**config.mk**
```make
export PLATFORM = sky130hd
export DESIGN_NAME = tcs_timer_regs
export DESIGN_NICKNAME = d
export VERILOG_FILES = /design/src/rtl/tcs_pkg.sv /design/src/rtl/tcs_ctl_reg.sv /design/src/rtl/tcs_stat_reg.sv /design/src/rtl/tcs_irq_rearm.sv /design/src/rtl/tcs_timer_regs.sv
export SDC_FILE = /design/constraint.sdc
export NUM_CORES = 1
export LEC_CHECK = 0
export BUFFER_PORTS_ARGS = -buffer_cell sky130_fd_sc_hd__buf_2
export CAP_MARGIN = 15
export CORE_UTILIZATION = 36
export DETAILED_ROUTE_END_ITERATION = 10
export PLACE_DENSITY = 0.82
export SETUP_SLACK_MARGIN = 0.4
export SYNTH_ARGS = -nofsm -noshare
export SYNTH_HDL_FRONTEND = slang
export SYNTH_HIERARCHICAL = 1
export SYNTH_SLANG_ARGS = --single-unit
```
**constraint.sdc**
```tcl
create_clock -name clk -period 1.4 [get_ports clk]
set_input_delay 0.14 -clock clk [delete_from_list [all_inputs] [get_ports clk]]
set_output_delay 0.14 -clock clk [all_outputs]
set_load 0.005 [all_outputs]
```
**src/rtl/tcs_pkg.sv**
```systemverilog
// Package: shared bit positions, field struct and masks for the timer
// control/status block. Assumes a 32-bit word layout fixed by the core.
package tcs_pkg;

    localparam int WORD_W = 32;

    // Control word bit positions
    localparam int C_WPER_LO  = 30;
    localparam int C_WRC_LO   = 28;
    localparam int C_WIE      = 27;
    localparam int C_DIE      = 26;
    localparam int C_FPER_LO  = 24;
    localparam int C_FIE      = 23;
    localparam int C_ARL      = 22;
    localparam int C_WEXT_LO  = 17;
    localparam int C_FEXT_LO  = 13;

    // Status word bit positions
    localparam int S_WNEXT    = 31;
    localparam int S_WINT     = 30;
    localparam int S_WRST_LO  = 28;
    localparam int S_DINT     = 27;
    localparam int S_FINT     = 26;

    localparam logic [WORD_W-1:0] CTL_MASK_BASE = 32'hFFC0_0000;
    localparam logic [WORD_W-1:0] CTL_MASK_EXT  = 32'h001F_E000;
    localparam logic [WORD_W-1:0] STAT_MASK     = 32'hFC00_0000;
    localparam logic [WORD_W-1:0] STAT_WDOG_ALL = 32'hF000_0000;

    typedef struct packed {
        logic [1:0] wdt_per;
        logic [1:0] wdt_rst_ctl;
        logic       wdt_ie;
        logic       dec_ie;
        logic [1:0] fit_per;
        logic       fit_ie;
        logic       auto_reload;
        logic [3:0] wdt_ext;
        logic [3:0] fit_ext;
    } tcs_ctl_t;

endpackage

```
**src/rtl/tcs_ctl_reg.sv**
```systemverilog
// Module: control word storage and field decode.
// Holds the control word written in full by software, with unimplemented
// bits forced to zero, and computes the time-base tap of each engine.
// Assumes: extension fields exist only when EXT_MODE is 1; otherwise a
// per-engine table of four tap positions indexed by the period field.
module tcs_ctl_reg
    import tcs_pkg::*;
#(
    parameter bit          EXT_MODE = 1'b1,
    parameter int          TAP_W    = 6,
    parameter int          TAP_TOP  = 63,
    parameter logic [4*TAP_W-1:0] FIT_TAPS = {6'd21, 6'd17, 6'd13, 6'd9},
    parameter logic [4*TAP_W-1:0] WDT_TAPS = {6'd33, 6'd29, 6'd25, 6'd21}
) (
    input  logic              clk,
    input  logic              rst_n,
    input  logic              wr_en,
    input  logic [WORD_W-1:0] wr_data,
    output logic [WORD_W-1:0] ctl_q,
    output tcs_ctl_t          fields,
    output logic [TAP_W-1:0]  fit_tap,
    output logic [TAP_W-1:0]  wdt_tap
);

    localparam logic [WORD_W-1:0] MASK =
        EXT_MODE ? (CTL_MASK_BASE | CTL_MASK_EXT) : CTL_MASK_BASE;
    localparam logic [TAP_W-1:0]  TOP_V = TAP_W'(TAP_TOP);

    logic [WORD_W-1:0] ctl_r;

    // Purpose: store a full control write, keeping only implemented bits.
    always_ff @(posedge clk) begin
        if (!rst_n) begin
            ctl_r <= '0;
        end else if (wr_en) begin
            ctl_r <= wr_data & MASK;
        end
    end

    assign ctl_q = ctl_r;

    // Purpose: split the stored word into the fields the engines consume.
    always_comb begin
        fields.wdt_per     = ctl_r[C_WPER_LO +: 2];
        fields.wdt_rst_ctl = ctl_r[C_WRC_LO +: 2];
        fields.wdt_ie      = ctl_r[C_WIE];
        fields.dec_ie      = ctl_r[C_DIE];
        fields.fit_per     = ctl_r[C_FPER_LO +: 2];
        fields.fit_ie      = ctl_r[C_FIE];
        fields.auto_reload = ctl_r[C_ARL];
        fields.wdt_ext     = ctl_r[C_WEXT_LO +: 4];
        fields.fit_ext     = ctl_r[C_FEXT_LO +: 4];
    end

    generate
        if (EXT_MODE) begin : g_ext_taps
            // Purpose: tap = top bit minus the combined extension/period code.
            always_comb begin
                fit_tap = TOP_V - TAP_W'({fields.fit_ext, fields.fit_per});
                wdt_tap = TOP_V - TAP_W'({fields.wdt_ext, fields.wdt_per});
            end
        end else begin : g_tbl_taps
            // Purpose: tap looked up from the per-engine table by period.
            always_comb begin
                fit_tap = FIT_TAPS[fields.fit_per * TAP_W +: TAP_W];
                wdt_tap = WDT_TAPS[fields.wdt_per * TAP_W +: TAP_W];
            end
        end
    endgenerate

    assert_ctl_store_R2: assert property (@(posedge clk) disable iff (!rst_n)
        wr_en |=> (ctl_q == ($past(wr_data) & MASK)));

    assert_ctl_hold_R2: assert property (@(posedge clk) disable iff (!rst_n)
        !wr_en |=> $stable(ctl_q));

    assert_ctl_reset_R1: assert property (@(posedge clk)
        !rst_n |=> (ctl_q == '0));

endmodule

```
**src/rtl/tcs_stat_reg.sv**
```systemverilog
// Module: sticky status word.
// Events set bits; software write-one-to-clear and resume clear them.
// A set in the same cycle as a clear wins, so no event is lost.
// Assumes events are single-cycle or level; both are merely ORed in.
module tcs_stat_reg
    import tcs_pkg::*;
(
    input  logic              clk,
    input  logic              rst_n,
    input  logic              clr_en,
    input  logic [WORD_W-1:0] clr_data,
    input  logic              resume,
    input  logic              ev_dec,
    input  logic              ev_fit,
    input  logic              ev_wdt,
    input  logic              ev_wnext,
    input  logic [1:0]        ev_wrst,
    output logic [WORD_W-1:0] stat_q
);

    logic [WORD_W-1:0] stat_r;
    logic [WORD_W-1:0] set_v;
    logic [WORD_W-1:0] clr_v;

    // Purpose: gather event inputs into their status bit positions.
    always_comb begin
        set_v                  = '0;
        set_v[S_WNEXT]         = ev_wnext;
        set_v[S_WINT]          = ev_wdt;
        set_v[S_WRST_LO +: 2]  = ev_wrst;
        set_v[S_DINT]          = ev_dec;
        set_v[S_FINT]          = ev_fit;
    end

    // Purpose: gather software and resume clear requests.
    always_comb begin
        clr_v = (clr_en ? clr_data : '0) | (resume ? STAT_WDOG_ALL : '0);
    end

    // Purpose: update sticky bits, set taking priority over clear.
    always_ff @(posedge clk) begin
        if (!rst_n) begin
            stat_r <= '0;
        end else begin
            stat_r <= ((stat_r & ~clr_v) | set_v) & STAT_MASK;
        end
    end

    assign stat_q = stat_r;

    assert_evt_wins_R5: assert property (@(posedge clk) disable iff (!rst_n)
        (ev_fit && clr_en && clr_data[S_FINT]) |=> stat_q[S_FINT]);

    assert_w1c_R3: assert property (@(posedge clk) disable iff (!rst_n)
        (clr_en && clr_data[S_DINT] && !ev_dec) |=> !stat_q[S_DINT]);

    assert_sticky_R4: assert property (@(posedge clk) disable iff (!rst_n)
        (stat_q[S_DINT] && !(clr_en && clr_data[S_DINT])) |=> stat_q[S_DINT]);

    assert_resume_R7: assert property (@(posedge clk) disable iff (!rst_n)
        (resume && !ev_wdt && !ev_wnext && ev_wrst == 2'b00)
        |=> (stat_q[31:28] == 4'h0));

    assert_unused_zero_R3: assert property (@(posedge clk) disable iff (!rst_n)
        stat_q[25:0] == '0);

    assert_stat_reset_R1: assert property (@(posedge clk)
        !rst_n |=> (stat_q == '0));

endmodule

```
**src/rtl/tcs_irq_rearm.sv**
```systemverilog
// Module: interrupt combiner and engine re-arm pulse generator.
// Interrupt lines are status AND enable, purely from stored state.
// Re-arm pulses are registered one cycle after the triggering write.
// Assumes its callers present single bits already decoded from the words.
module tcs_irq_rearm (
    input  logic clk,
    input  logic rst_n,
    input  logic st_dint,
    input  logic st_fint,
    input  logic st_wint,
    input  logic en_dec,
    input  logic en_fit,
    input  logic en_wdt,
    input  logic ctl_wr_en,
    input  logic clr_en,
    input  logic clr_fint,
    input  logic clr_wint,
    input  logic resume,
    output logic irq_dec,
    output logic irq_fit,
    output logic irq_wdt,
    output logic rearm_fit,
    output logic rearm_wdt
);

    logic rf_r;
    logic rw_r;

    // Purpose: qualify each sticky flag with its enable.
    always_comb begin
        irq_dec = st_dint & en_dec;
        irq_fit = st_fint & en_fit;
        irq_wdt = st_wint & en_wdt;
    end

    // Purpose: register one-cycle re-arm requests for the two engines.
    always_ff @(posedge clk) begin
        if (!rst_n) begin
            rf_r <= 1'b0;
            rw_r <= 1'b0;
        end else begin
            rf_r <= ctl_wr_en | (clr_en & clr_fint);
            rw_r <= ctl_wr_en | (clr_en & clr_wint) | resume;
        end
    end

    assign rearm_fit = rf_r;
    assign rearm_wdt = rw_r;

    assert_rearm_fit_cause_R8: assert property (@(posedge clk) disable iff (!rst_n)
        rearm_fit |-> $past(ctl_wr_en || (clr_en && clr_fint)));

    assert_rearm_wdt_after_R8: assert property (@(posedge clk) disable iff (!rst_n)
        resume |=> rearm_wdt);

    assert_irq_gated_R6: assert property (@(posedge clk) disable iff (!rst_n)
        !st_fint |-> !irq_fit);

    assert_irq_reset_R1: assert property (@(posedge clk)
        !rst_n |=> !(rearm_fit || rearm_wdt));

endmodule

```
**src/rtl/tcs_timer_regs.sv**
```systemverilog
// Module: top of the timer control/status register block.
// Connects control storage, sticky status and the interrupt/re-arm logic,
// and exports decoded fields and taps to the timer engines.
// Assumes the time base and engine counters live outside this block.
module tcs_timer_regs
    import tcs_pkg::*;
#(
    parameter bit EXT_MODE = 1'b1,
    parameter int TAP_W    = 6,
    parameter int TAP_TOP  = 63
) (
    input  logic        clk,
    input  logic        rst_n,
    input  logic        ctl_wr_en,
    input  logic [31:0] ctl_wr_data,
    input  logic        stat_clr_en,
    input  logic [31:0] stat_clr_data,
    input  logic        resume_i,
    input  logic        ev_dec_i,
    input  logic        ev_fit_i,
    input  logic        ev_wdt_i,
    input  logic        ev_wdt_next_i,
    input  logic [1:0]  ev_wdt_rst_i,
    output logic [31:0] ctl_q,
    output logic [31:0] stat_q,
    output logic [1:0]  wdt_period_o,
    output logic [1:0]  wdt_rst_ctl_o,
    output logic        auto_reload_o,
    output logic [3:0]  wdt_ext_o,
    output logic [1:0]  fit_period_o,
    output logic [3:0]  fit_ext_o,
    output logic [5:0]  wdt_tap_o,
    output logic [5:0]  fit_tap_o,
    output logic        irq_dec_o,
    output logic        irq_fit_o,
    output logic        irq_wdt_o,
    output logic        rearm_fit_o,
    output logic        rearm_wdt_o
);

    tcs_ctl_t          fld;
    logic [TAP_W-1:0]  fit_tap_w;
    logic [TAP_W-1:0]  wdt_tap_w;

    tcs_ctl_reg #(
        .EXT_MODE (EXT_MODE),
        .TAP_W    (TAP_W),
        .TAP_TOP  (TAP_TOP)
    ) u_ctl (
        .clk     (clk),
        .rst_n   (rst_n),
        .wr_en   (ctl_wr_en),
        .wr_data (ctl_wr_data),
        .ctl_q   (ctl_q),
        .fields  (fld),
        .fit_tap (fit_tap_w),
        .wdt_tap (wdt_tap_w)
    );

    tcs_stat_reg u_stat (
        .clk      (clk),
        .rst_n    (rst_n),
        .clr_en   (stat_clr_en),
        .clr_data (stat_clr_data),
        .resume   (resume_i),
        .ev_dec   (ev_dec_i),
        .ev_fit   (ev_fit_i),
        .ev_wdt   (ev_wdt_i),
        .ev_wnext (ev_wdt_next_i),
        .ev_wrst  (ev_wdt_rst_i),
        .stat_q   (stat_q)
    );

    tcs_irq_rearm u_irq (
        .clk       (clk),
        .rst_n     (rst_n),
        .st_dint   (stat_q[S_DINT]),
        .st_fint   (stat_q[S_FINT]),
        .st_wint   (stat_q[S_WINT]),
        .en_dec    (fld.dec_ie),
        .en_fit    (fld.fit_ie),
        .en_wdt    (fld.wdt_ie),
        .ctl_wr_en (ctl_wr_en),
        .clr_en    (stat_clr_en),
        .clr_fint  (stat_clr_data[S_FINT]),
        .clr_wint  (stat_clr_data[S_WINT]),
        .resume    (resume_i),
        .irq_dec   (irq_dec_o),
        .irq_fit   (irq_fit_o),
        .irq_wdt   (irq_wdt_o),
        .rearm_fit (rearm_fit_o),
        .rearm_wdt (rearm_wdt_o)
    );

    // Purpose: present decoded fields and taps at the block edge.
    always_comb begin
        wdt_period_o  = fld.wdt_per;
        wdt_rst_ctl_o = fld.wdt_rst_ctl;
        auto_reload_o = fld.auto_reload;
        wdt_ext_o     = fld.wdt_ext;
        fit_period_o  = fld.fit_per;
        fit_ext_o     = fld.fit_ext;
        wdt_tap_o     = 6'(wdt_tap_w);
        fit_tap_o     = 6'(fit_tap_w);
    end

endmodule

```
==> results.py <==
metrics = {
    "global_route": {
        "grt_pass1_vias": 891,
        "antenna_found_initial": 0,
        "grt_use_met1_pct": 13.4,
        "grtUsageMet3_pct": 3.62,
        "grt_pass1_wl_um": 3970,
        "busiest_layer": "met2",
        "grt_max_degree": 27,
        "gr-usage-met2_pct": 20.5,
        "grtUsageTotal_pct": 12.0,
        "grt_overflow": 0,
    },
    "run_status": {
        "status": "finished, final reports clean",
    },
    "cells_and_area": {
        "instances_no_fill": 287,
        "n_antenna_cell": 0,
        "fillCellCount": 411,
        "nets": 313,
        "drive_gt1_share_pct": 48.9,
        "final_area_um2": 1830,
        "areaGrowthSynthToFinish_pct": 22.3,
    },
    "clock_network": {
        "clock_tree.buffer_depth": 2,
        "htreeDepth": 1,
        "clockRootBuffer": "clkbuf_8",
        "numCtsBuffers": 3,
        "cts.sink_count": 26,
        "insertion_delay_ns": 0.26,
        "clk_transition_reported_paths_ns": 0.09,
        "cts_tree": "yes",
    },
    "hold_path": {
        "min_from": "ev_wdt_next_i",
        "min_path_cells": 2,
        "worstHoldEndpoint": "u_stat/stat_q[31]$_SDFF_PN0_",
        "hp-class": "input port to flop",
    },
    "pwr": {
        "seqPwrFrac_pct": 51.0,
        "p_int_w": 0.00121,
        "clkPwrFrac_pct": 29.8,
        "combPwrFrac_pct": 19.1,
        "switchingPower_w": 0.000403,
        "p_per_area_nw_per_um2": 881,
        "p_total_w": 0.00161,
        "switching_share_pct": 25.0,
        "ir_drop_mv": 0.393,
        "p_leak_nw": 1.01,
    },
    "timing": {
        "rsz0062_at_grt": "true",
        "tns_ns": 0,
        "fin_ws_ns": 0.403,
        "slew_violations": 0,
        "clock_skew_ns": 0,
        "fmax_ghz": 1.00,
        "hold_violations": 0,
        "period_needed_ns": 0.997,
        "period_share_pct": 71.2,
        "setup_viol": 0,
    },
    "yosys": {
        "synth_top_area_share_pct": 34.8,
        "ys_ff_latch": 26,
        "synth_ff_type": "dfxtp_1",
        "postSynthAreaPerCell_um2": 9.23,
        "synth_area_um2": 1500,
        "synthArstFlopShare_pct": 0,
        "synth_common_cells": "58 x buf_4, 26 x dfxtp_1, 22 x nor2b_1, 18 x mux2i_1, 16 x inv_1",
        "synth_cells": 162,
        "synth_largest_area_cell": "dfxtp_1",
        "synth_edf_count": 0,
        "synth.most_common_cell": "buf_4",
        "seq_area_frac_synth_pct": 34.8,
        "synth_area_leaders": "dfxtp_1 35%, buf_4 29%, mux2i_1 12%, nor2b_1 9.2%, inv_1 4.0%",
        "yosys.cell_types.count": 15,
        "ys_warn_count": 6,
    },
    "critical_path": {
        "r2r_slack_ns": 0.54,
        "regToRegEndpoint": "u_stat/stat_q[30]$_SDFF_PN0_",
        "slowest_delay_ns": 0.33,
        "reg2reg_from": "u_stat/stat_q[30]$_SDFF_PN0_",
        "rr_worst_depth": 4,
        "cp-end-kind": "primary output",
        "start_kind": "flop",
        "critical_path_class": "flop to primary output",
        "cp_num_buf_inv": 1,
        "crit_required_ns": 1.26,
        "critPathTopFamily": "flip-flops",
        "crit_arrival_ns": 0.86,
        "cp-startpoint": "u_stat/stat_q[27]$_SDFF_PN0_",
        "cpMaxStageDelayCell": "dfxtp_2",
        "cp_max_fo": 3,
        "path_cells": "and2_4, buf_6",
    },
    "drt": {
        "wire_per_inst_um": 9.31,
        "drt_iter0_drc": 18,
        "viasPerCell": 3.97,
        "dr_total_vias": 1138,
        "drc": 0,
        "postRouteAntennaNets": 0,
        "dr.pass1.iters": 4,
        "drt-total-wl_um": 2670,
    },
    "place": {
        "placed_area_um2": 1700,
        "place_congestion": 0.626,
        "dp_hpwl_um": 2000,
        "placed_cells": 280,
        "post-place-ws_ns": 0.566,
        "port_buffers": 90,
    },
    "floorplan": {
        "die_w_um": 66.4,
        "die-area_um2": 4410,
        "rows": 23,
        "die_y_um": 66.4,
        "core_um2": 4000,
        "initial_core_util_pct": 37.4,
        "io_pins": 171,
    },
    "flow_run": {
        "maxCapViolations": 0,
    },
}
## cells in the final DEF (no fill, tap or decap)
| master | instances |
|---|---|
| buf_2 | 86 |
| conb_1 | 40 |
| nor2b_1 | 22 |
| mux2i_1 | 18 |
| inv_1 | 16 |
| dfxtp_2 | 14 |
| dfxtp_1 | 12 |
| buf_6 | 5 |
| clkbuf_8 | 4 |
| o21a_1 | 4 |
| a21oi_1 | 3 |
| a211oi_1 | 3 |
| buf_4 | 2 |
| and2_4 | 2 |
| a211oi_2 | 2 |
| nand2_1 | 2 |
| buf_12 | 1 |
| and2_1 | 1 |
## sequential cells by signal, summed over array words and instances (netlist names)
register / count
u_ctl/ctl_q: 18
u_irq/rearm_fit: 1
u_irq/rearm_wdt: 1
u_stat/stat_q: 6
## worst max-delay path by stage
stage	endpoint	slack [ns]	cells after the start
floorplan	u_ctl/ctl_q[13]$_SDFFE_PN0P_	0.65	4
global placement	u_ctl/ctl_q[29]$_SDFFE_PN0P_	0.59	4
detailed placement	u_ctl/ctl_q[14]$_SDFFE_PN0P_	0.57	4
CTS	irq_wdt_o	0.39	2
global route	irq_wdt_o	0.37	2
finish	irq_dec_o	0.40	2
## timing repair
action,4_1_cts,5_1_grt
setup buffers,3,0
gates resized for setup,7,14
endpoints found under the hold margin,0,0
hold buffers,0,0
setup endpoints to repair,3,13
pin swaps,1,0
gates cloned,0,0
## power groups by stage
stage	registers, W	logic [W]	clock network (W)
after global placement	0.000833	0.000288	0
final	0.000823	0.000309	0.000480
after CTS	0.000820	0.000304	0.000506
after global routing	0.000831	0.000353	0.000538
after detailed placement	0.000835	0.000293	0
after floorplan	0.000838	0.000254	0
## cell type report
cell class | instances | area [µm²] | area share, %
Tap cell | 50 | 62.6 | 3.42
Inverter | 16 | 60.1 | 3.28
Sequential cell | 26 | 538 | 29.4
Timing Repair Buffer | 94 | 522 | 28.5
Multi-Input combinational cell | 97 | 592 | 32.4
Clock buffer | 4 | 55.1 | 3.01
## through the flow
step | hold WS, ns | util, %
global route | 0.0749 | 45.7
finish | 0.0809 | 45.7
global placement | 0.347 | 42.5
floorplan | 0.258 | -
CTS | 0.0714 | 44.8
detailed placement | 0.357 | 42.5
## cells by family (layout without fill, tap and decap cells)
kind of cell    after synthesis  after routing  share of synthesized area, %
mux                          18             18                          12.1
buf+inv                      77            114                          35.5
compound gates               12             12                          6.19
flops                        26             26                          34.8
simple gates                 27             27                          11.0
other cells                   2             40                         0.502
## metal layers
| layer | wire length (µm) | share of wire, % |
|---|---|---|
| met2 | 1340 | 50 |
| met1 | 1060 | 40 |
| met3 | 249 | 9.3 |
| met5 | 0 | 0 |
| met4 | 23 | 0.86 |
(Power assumes the default switching activity.)
